### config.mk
export PLATFORM = sky130hd
export DESIGN_NAME = fsw_tx
export DESIGN_NICKNAME = d
export VERILOG_FILES = /design/src/rtl/fsw_pkg.sv /design/src/rtl/fsw_bitclk.sv /design/src/rtl/fsw_frame.sv /design/src/rtl/fsw_tx.sv
export SDC_FILE = /design/constraint.sdc
export NUM_CORES = 1
export LEC_CHECK = 0
export BUFFER_PORTS_ARGS = -buffer_cell sky130_fd_sc_hd__buf_2
export CORE_MARGIN = 2
export CORE_UTILIZATION = 45
export CTS_BUF_LIST = sky130_fd_sc_hd__clkbuf_4
export CTS_CLUSTER_SIZE = 40
export DETAILED_ROUTE_END_ITERATION = 7
export GPL_TIMING_DRIVEN = 0
export PLACE_DENSITY_LB_ADDON = 0.1
export SETUP_SLACK_MARGIN = 0.4
export SYNTH_ARGS = -nofsm -noshare
export SYNTH_HDL_FRONTEND = slang
export SYNTH_SLANG_ARGS = --single-unit
### constraint.sdc
create_clock -name clk_i -period 3.2 [get_ports clk_i]
set_input_delay 0.64 -clock clk_i [delete_from_list [all_inputs] [get_ports clk_i]]
set_output_delay 0.64 -clock clk_i [all_outputs]
set_load 0.02 [all_outputs]
### src/rtl/fsw_pkg.sv
package fsw_pkg;
  typedef enum logic [1:0] {
    ST_IDLE = 2'd0,
    ST_PEND = 2'd1,
    ST_RUN  = 2'd2
  } fsw_state_e;
endpackage

### src/rtl/fsw_bitclk.sv
module fsw_bitclk #(
  parameter int CNT_W    = 8,
  parameter int DEF_HALF = 8
) (
  input  logic             clk_i,
  input  logic             rst_ni,
  input  logic [CNT_W-1:0] half_i,
  input  logic             upd_i,
  output logic             sclk_o,
  output logic             rise_o
);
  localparam logic [CNT_W-1:0] ONE   = CNT_W'(1);
  localparam logic [CNT_W-1:0] RHALF = CNT_W'(DEF_HALF);

  logic [CNT_W-1:0] cnt_q, cnt_d, half_q, half_d;
  logic             sclk_q, sclk_d;
  logic             wrap;

  assign wrap   = (cnt_q == (half_q - ONE));
  assign rise_o = wrap & ~sclk_q;
  assign sclk_o = sclk_q;

  always_comb begin
    cnt_d  = wrap ? '0 : (cnt_q + ONE);
    sclk_d = sclk_q ^ wrap;
    half_d = half_q;
    if (rise_o && upd_i) half_d = half_i;
  end

  always_ff @(posedge clk_i or negedge rst_ni) begin
    if (!rst_ni) begin
      cnt_q  <= '0;
      sclk_q <= 1'b0;
      half_q <= RHALF;
    end else begin
      cnt_q  <= cnt_d;
      sclk_q <= sclk_d;
      half_q <= half_d;
    end
  end

  // the divider in use is never zero
  a_r5_half_nonzero: assert property (@(posedge clk_i) disable iff (!rst_ni)
    half_q != '0);
endmodule

### src/rtl/fsw_frame.sv
module fsw_frame #(
  parameter int WORD_W = 32,
  parameter int SLOT_W = 7
) (
  input  logic              clk_i,
  input  logic              rst_ni,
  input  logic              rise_i,
  input  logic              start_i,
  input  logic [WORD_W-1:0] word_i,
  input  logic [1:0]        dly_i,
  output logic              fs_n_o,
  output logic              sd_o,
  output logic              fin_o
);
  localparam logic [SLOT_W-1:0] WLEN = SLOT_W'(WORD_W);
  localparam logic [SLOT_W-1:0] SONE = SLOT_W'(1);

  logic              run_q, run_d;
  logic [SLOT_W-1:0] slot_q, slot_d;
  logic [1:0]        dly_q, dly_d;
  logic [WORD_W-1:0] sh_q, sh_d;
  logic              fs_n_q, fs_n_d, sd_q, sd_d;
  logic [SLOT_W-1:0] nxt, dly_ext, last;

  assign nxt     = slot_q + SONE;
  assign dly_ext = SLOT_W'(dly_q);
  assign last    = dly_ext + WLEN;
  assign fin_o   = rise_i & run_q & (nxt == last);
  assign fs_n_o  = fs_n_q;
  assign sd_o    = sd_q;

  always_comb begin
    run_d  = run_q;
    slot_d = slot_q;
    dly_d  = dly_q;
    sh_d   = sh_q;
    fs_n_d = fs_n_q;
    sd_d   = sd_q;
    if (rise_i) begin
      if (start_i) begin
        run_d  = 1'b1;
        slot_d = '0;
        fs_n_d = 1'b0;
        dly_d  = dly_i;
        if (dly_i == 2'd0) begin
          sd_d = word_i[WORD_W-1];
          sh_d = word_i << 1;
        end else begin
          sd_d = 1'b0;
          sh_d = word_i;
        end
      end else if (run_q) begin
        slot_d = nxt;
        fs_n_d = 1'b1;
        if (fin_o) begin
          run_d = 1'b0;
          sd_d  = 1'b0;
        end else if (nxt >= dly_ext) begin
          sd_d = sh_q[WORD_W-1];
          sh_d = sh_q << 1;
        end
      end
    end
  end

  always_ff @(posedge clk_i or negedge rst_ni) begin
    if (!rst_ni) begin
      run_q  <= 1'b0;
      slot_q <= '0;
      dly_q  <= 2'd0;
      sh_q   <= '0;
      fs_n_q <= 1'b1;
      sd_q   <= 1'b0;
    end else begin
      run_q  <= run_d;
      slot_q <= slot_d;
      dly_q  <= dly_d;
      sh_q   <= sh_d;
      fs_n_q <= fs_n_d;
      sd_q   <= sd_d;
    end
  end

  // sync is low only in the first slot of a running frame
  a_r2_fs_first_slot: assert property (@(posedge clk_i) disable iff (!rst_ni)
    !fs_n_q |-> (run_q && slot_q == '0));
  // slot counter never passes the end of the frame
  a_r1_slot_bound: assert property (@(posedge clk_i) disable iff (!rst_ni)
    run_q |-> (slot_q < last));
endmodule

### src/rtl/fsw_tx.sv
module fsw_tx #(
  parameter int WORD_W   = 32,
  parameter int CNT_W    = 8,
  parameter int DEF_HALF = 8,
  parameter int DEF_DLY  = 1
) (
  input  logic              clk_i,
  input  logic              rst_ni,
  input  logic              init_i,
  input  logic              cfg_we_i,
  input  logic [CNT_W-1:0]  cfg_half_i,
  input  logic [1:0]        cfg_dly_i,
  input  logic              word_we_i,
  input  logic [WORD_W-1:0] word_i,
  output logic              sclk_o,
  output logic              fs_n_o,
  output logic              sd_o,
  output logic              busy_o,
  output logic              done_o,
  output logic              overrun_o
);
  import fsw_pkg::*;

  localparam int SLOT_W = $clog2(WORD_W + 4) + 1;
  localparam logic [CNT_W-1:0] RHALF = CNT_W'(DEF_HALF);
  localparam logic [1:0]       RDLY  = 2'(DEF_DLY);

  logic rs1_q, rs2_q, rst_n;
  always_ff @(posedge clk_i or negedge rst_ni) begin
    if (!rst_ni) begin
      rs1_q <= 1'b0;
      rs2_q <= 1'b0;
    end else begin
      rs1_q <= 1'b1;
      rs2_q <= rs1_q;
    end
  end
  assign rst_n = rs2_q;

  fsw_state_e        st_q, st_d;
  logic [CNT_W-1:0]  half_cfg_q, half_cfg_d, half_eff;
  logic [1:0]        dly_cfg_q, dly_cfg_d;
  logic              skip_q, skip_d, ovr_q, ovr_d, done_q, done_d;
  logic [WORD_W-1:0] hold_q, hold_d;
  logic              rise, fin;

  assign half_eff = (half_cfg_q == '0) ? CNT_W'(1) : half_cfg_q;

  fsw_bitclk #(.CNT_W(CNT_W), .DEF_HALF(DEF_HALF)) u_clk (
    .clk_i (clk_i), .rst_ni(rst_n), .half_i(half_eff),
    .upd_i (st_q == ST_IDLE), .sclk_o(sclk_o), .rise_o(rise)
  );

  fsw_frame #(.WORD_W(WORD_W), .SLOT_W(SLOT_W)) u_frm (
    .clk_i (clk_i), .rst_ni(rst_n), .rise_i(rise),
    .start_i(st_q == ST_PEND), .word_i(hold_q), .dly_i(dly_cfg_q),
    .fs_n_o(fs_n_o), .sd_o(sd_o), .fin_o(fin)
  );

  always_comb begin
    st_d       = st_q;
    half_cfg_d = half_cfg_q;
    dly_cfg_d  = dly_cfg_q;
    skip_d     = skip_q;
    ovr_d      = ovr_q;
    hold_d     = hold_q;
    done_d     = 1'b0;
    if (cfg_we_i) begin
      half_cfg_d = cfg_half_i;
      dly_cfg_d  = (cfg_dly_i == 2'd3) ? 2'd2 : cfg_dly_i;
    end
    case (st_q)
      ST_PEND: if (rise) st_d = ST_RUN;
      ST_RUN:  if (fin) begin
                 st_d   = ST_IDLE;
                 done_d = 1'b1;
               end
      default: ;
    endcase
    if (init_i) begin
      skip_d = 1'b1;
      ovr_d  = 1'b0;
    end else if (word_we_i) begin
      if (st_q != ST_IDLE) ovr_d = 1'b1;
      else if (skip_q)     skip_d = 1'b0;
      else begin
        st_d   = ST_PEND;
        hold_d = word_i;
      end
    end
  end

  always_ff @(posedge clk_i or negedge rst_n) begin
    if (!rst_n) begin
      st_q       <= ST_IDLE;
      half_cfg_q <= RHALF;
      dly_cfg_q  <= RDLY;
      skip_q     <= 1'b1;
      ovr_q      <= 1'b0;
      done_q     <= 1'b0;
      hold_q     <= '0;
    end else begin
      st_q       <= st_d;
      half_cfg_q <= half_cfg_d;
      dly_cfg_q  <= dly_cfg_d;
      skip_q     <= skip_d;
      ovr_q      <= ovr_d;
      done_q     <= done_d;
      hold_q     <= hold_d;
    end
  end

  assign busy_o    = (st_q != ST_IDLE);
  assign done_o    = done_q;
  assign overrun_o = ovr_q;

  // sync falls together with a rising bit-clock edge
  a_r2_fs_at_rise: assert property (@(posedge clk_i) disable iff (!rst_n)
    $fell(fs_n_o) |-> $rose(sclk_o));
  // data moves only with a rising bit-clock edge
  a_r3_sd_at_rise: assert property (@(posedge clk_i) disable iff (!rst_n)
    !$stable(sd_o) |-> $rose(sclk_o));
  // idle lines
  a_r3_idle_lines: assert property (@(posedge clk_i) disable iff (!rst_n)
    !busy_o |-> (!sd_o && fs_n_o));
  // done is a single-cycle pulse that coincides with busy falling
  a_r7_done_pulse: assert property (@(posedge clk_i) disable iff (!rst_n)
    done_o |=> !done_o);
  a_r7_done_ends_busy: assert property (@(posedge clk_i) disable iff (!rst_n)
    $rose(done_o) |-> (!busy_o && $past(busy_o)));
  // overrun is sticky until init
  a_r8_ovr_sticky: assert property (@(posedge clk_i) disable iff (!rst_n)
    (overrun_o && !init_i) |=> overrun_o);
  // a discarded write leaves the block idle
  a_r6_skip_idle: assert property (@(posedge clk_i) disable iff (!rst_n)
    (skip_q && word_we_i && !init_i && !busy_o) |=> !busy_o);
endmodule

==> results by group <==
Drt
  • Uppermost routed layer: met4
  • Metal2 WL: 4870 µm
  • Vias: 3584
  • Vias/cell: 5.16
  • Met1 WL: 4970 µm
  • Routed Wire Length: 10300 µm
  • DR WL met3: 325 µm
  • Final ANT Viol Nets: 0
  • Initial DRC Count: 165
  • WL/cell: 14.8 µm
  • Drt pass-1 iters: 6
  • DRC: 0

CTS
  • Root Driver: clkbuf_4
  • CTS tree: done
  • Clock sink count: 110
  • TritonCTS buffer count: 9
  • CTS H-tree depth: 3
  • Clock buffer depth: 2
  • Clock-pin slew on the worst setup and hold paths: 170 ps
  • Clock latency on the worst-skew pair: 500 ps

Logic synthesis
  • Cell area after synthesis: 0.00553 mm²
  • Post-synthesis cell count: 461
  • Top post-synthesis cells by area: dfrtp_1 48%, mux2_2 10%, mux2_4 7.9%
  • Post-synth ARST share: 1.00
  • Syn. warnings: 0
  • Yosys top cell area share: 0.476
  • Post-synth EDFFs: 0
  • Count leader, synth: dfrtp_1
  • Synth top cells by count: 105 x dfrtp_1, 51 x mux2_2, 49 x nor2_1
  • Register area share after synthesis: 0.499
  • Syn_nets: 517
  • Register bit count reported by yosys: 110
  • Yosys cell types: 49
  • Synth Area per Inst: 12.0 µm²
  • Cell taking the most area after synthesis: dfrtp_1
  • Top_reg_cell synth: dfrtp_1

Timing
  • RSZ-0062 raised after global routing: yes
  • Final Hold Fails: 0
  • Max Clk Rate: 317 MHz
  • Period utilization: 0.986
  • Setup violators final: 0
  • Final setup TNS: 0 ps
  • Period minus WS final: 3160 ps
  • Final WS setup: 44.2 ps
  • Clk_skew: 28.3 ps
  • Slew margin rel.: 0.536
  • Slew @ Worst Pin: 696 ps
  • Fin. max-slew vios: 0

Floorplan
  • Die ar.: 0.0132 mm²
  • Site Rows: 40
  • Placeable Area: 0.0120 mm²
  • Die span in y: 115 µm
  • Die extent in x: 115 µm
  • I/O Pins: 53
  • Initial cell density of the core: 0.460

Worst setup path
  • CP max FO: 10
  • Worst Path Arrival: 3540 ps
  • WP data required: 3580 ps
  • Crit Path Class: reg2reg
  • Critical Path Sink Type: flop
  • Crit start category: flop

Finish
  • Layout cell share with drive strength beyond 1: 0.391
  • Final nets: 599
  • Post-route cell area: 0.00644 mm²
  • Area Growth Syn to Fin: 16.5%
  • Util after Layout: 0.536
  • Antenna diodes: 0

Placement
  • Post-DP HPWL: 7130 µm
  • IO Port Bufs: 52
  • Gpl congestion: 0.785
  • DP Area: 0.00607 mm²
  • Dpl ws: -312 ps

GRT
  • Total GRT Usage: 0.171
  • Initial antenna violation count: 0
  • GRT overflow: 0
  • First-pass GRT wire length: 17700 µm
  • Vias in the first global route: 3616
  • Largest net degree at the start of global routing: 65

Pwr
  • VDD IR-drop max: 210 µV
  • Static leakage: 3.10 nW
  • Pwr dens: 352 mW/mm²

Min path
  • HP Class: in2reg

Run
  • Max-cap violation count: 0

Run status
  • Outcome: completed
power breakdown:
group | internal (mW) | switching (mW)
clock | 0.255 | 0.471
sequential | 1.41 | 0.0203
combinational | 0.0562 | 0.0582
total | 1.72 | 0.550
routing by layer:
layer / vias up / track usage
met5: - / 0
met4: 0 / 0.0530
met3: 9 / 0.0501
met2: 39 / 0.264
met1: 1753 / 0.235
li1: 1783 / -
cell families (layout without fill, tap and decap cells):
logic type	count (synthesis)	after routing	synth area share
AOI/OAI and AO/OA	72	72	0.0784
xor gates and xnor gates	21	21	0.0360
adders and majority gates	9	9	0.0204
buffers and inverters	39	126	0.0408
DFF	110	110	0.499
muxes	111	111	0.239
other	1	1	0.000679
and+or+nand+nor	98	98	0.0856
cell type report:
| class | instances | area [µm²] |
|---|---|---|
| repair buffers | 71 | 457 |
| inverters | 15 | 56.3 |
| fillers | 1087 | 5570 |
| plain buffers | 24 | 181 |
| multi-input cells | 312 | 2650 |
| flip-flops and latches | 110 | 2770 |
| clock inverters | 6 | 68.8 |
| clock buffers | 10 | 75.1 |
| well taps | 147 | 184 |
cell usage in the layout (no fill, tap or decap), types with 5 or more instances in the layout:
master / count
o21ai_0: 11
xor2_1: 6
xnor2_1: 12
buf_2: 54
dfrtp_1: 101
nand3_1: 10
mux2_4: 29
mux2i_1: 31
nor2_1: 46
mux2_2: 51
inv_1: 13
a21oi_1: 42
dfstp_2: 5
nor3_1: 6
clkbuf_4: 10
clkbuf_1: 12
ha_1: 7
nand2_1: 15
buf_4: 13
worst max-delay path: stages, from the launching register on:
cell and delay [ps]:
dfrtp_2 480, inv_2 90, ha_4 170, a31oi_1 90
a21oi_1 160, o2111ai_2 180, nor4_4 320, ha_2 230
buf_8 110, and4_4 200, and2_4 150, nand4_4 120
o21a_4 310, buf_12 170, mux2_4 290
stage by stage:
stage / instances / power (mW) / hold WS [ps]
2_1_floorplan: 461 / 1.51 / 331
3_3_place_gp: 660 / 1.56 / 337
3_5_place_dp: 661 / 1.57 / 347
4_1_cts: 687 / 2.31 / 257
5_1_grt: 695 / 2.38 / 260
6_report: 695 / 2.27 / 318
state kept, by name, summed over array words and instances, names as in the netlist, 2 cells and up:
| name | flops |
|---|---|
| st_q | 2 |
| half_cfg_q | 8 |
| u_frm.dly_q | 2 |
| u_frm.sh_q | 32 |
| u_clk.half_q | 8 |
| u_frm.slot_q | 7 |
| hold_q | 32 |
| u_clk.cnt_q | 8 |
| dly_cfg_q | 2 |
worst paths after layout:
check,depth (start not counted),to,startpoint,slack [ps]
min in group asynchronous,0,st_q[1],rs2_q,330
max in group asynchronous,1,u_frm.slot_q[3],rs2_q,2130
min reg2reg,0,st_q[1],rs2_q,330
max,14,u_frm.sh_q[12],u_clk.half_q[0],40
max reg2reg,14,u_frm.sh_q[12],u_clk.half_q[0],40
min,2,overrun_o,init_i,320
what timing repair did:
action / in CTS / in global routing
buffers inserted: 8 / 8
hold buffers: 1 / 0
pin swaps: 6 / 11
gates resized for setup: 5 / 16
endpoints found under the hold margin: 2 / 0
endpoints found under the setup margin: 50 / 71
gates cloned: 1 / 0
(Power assumes the default switching activity.)
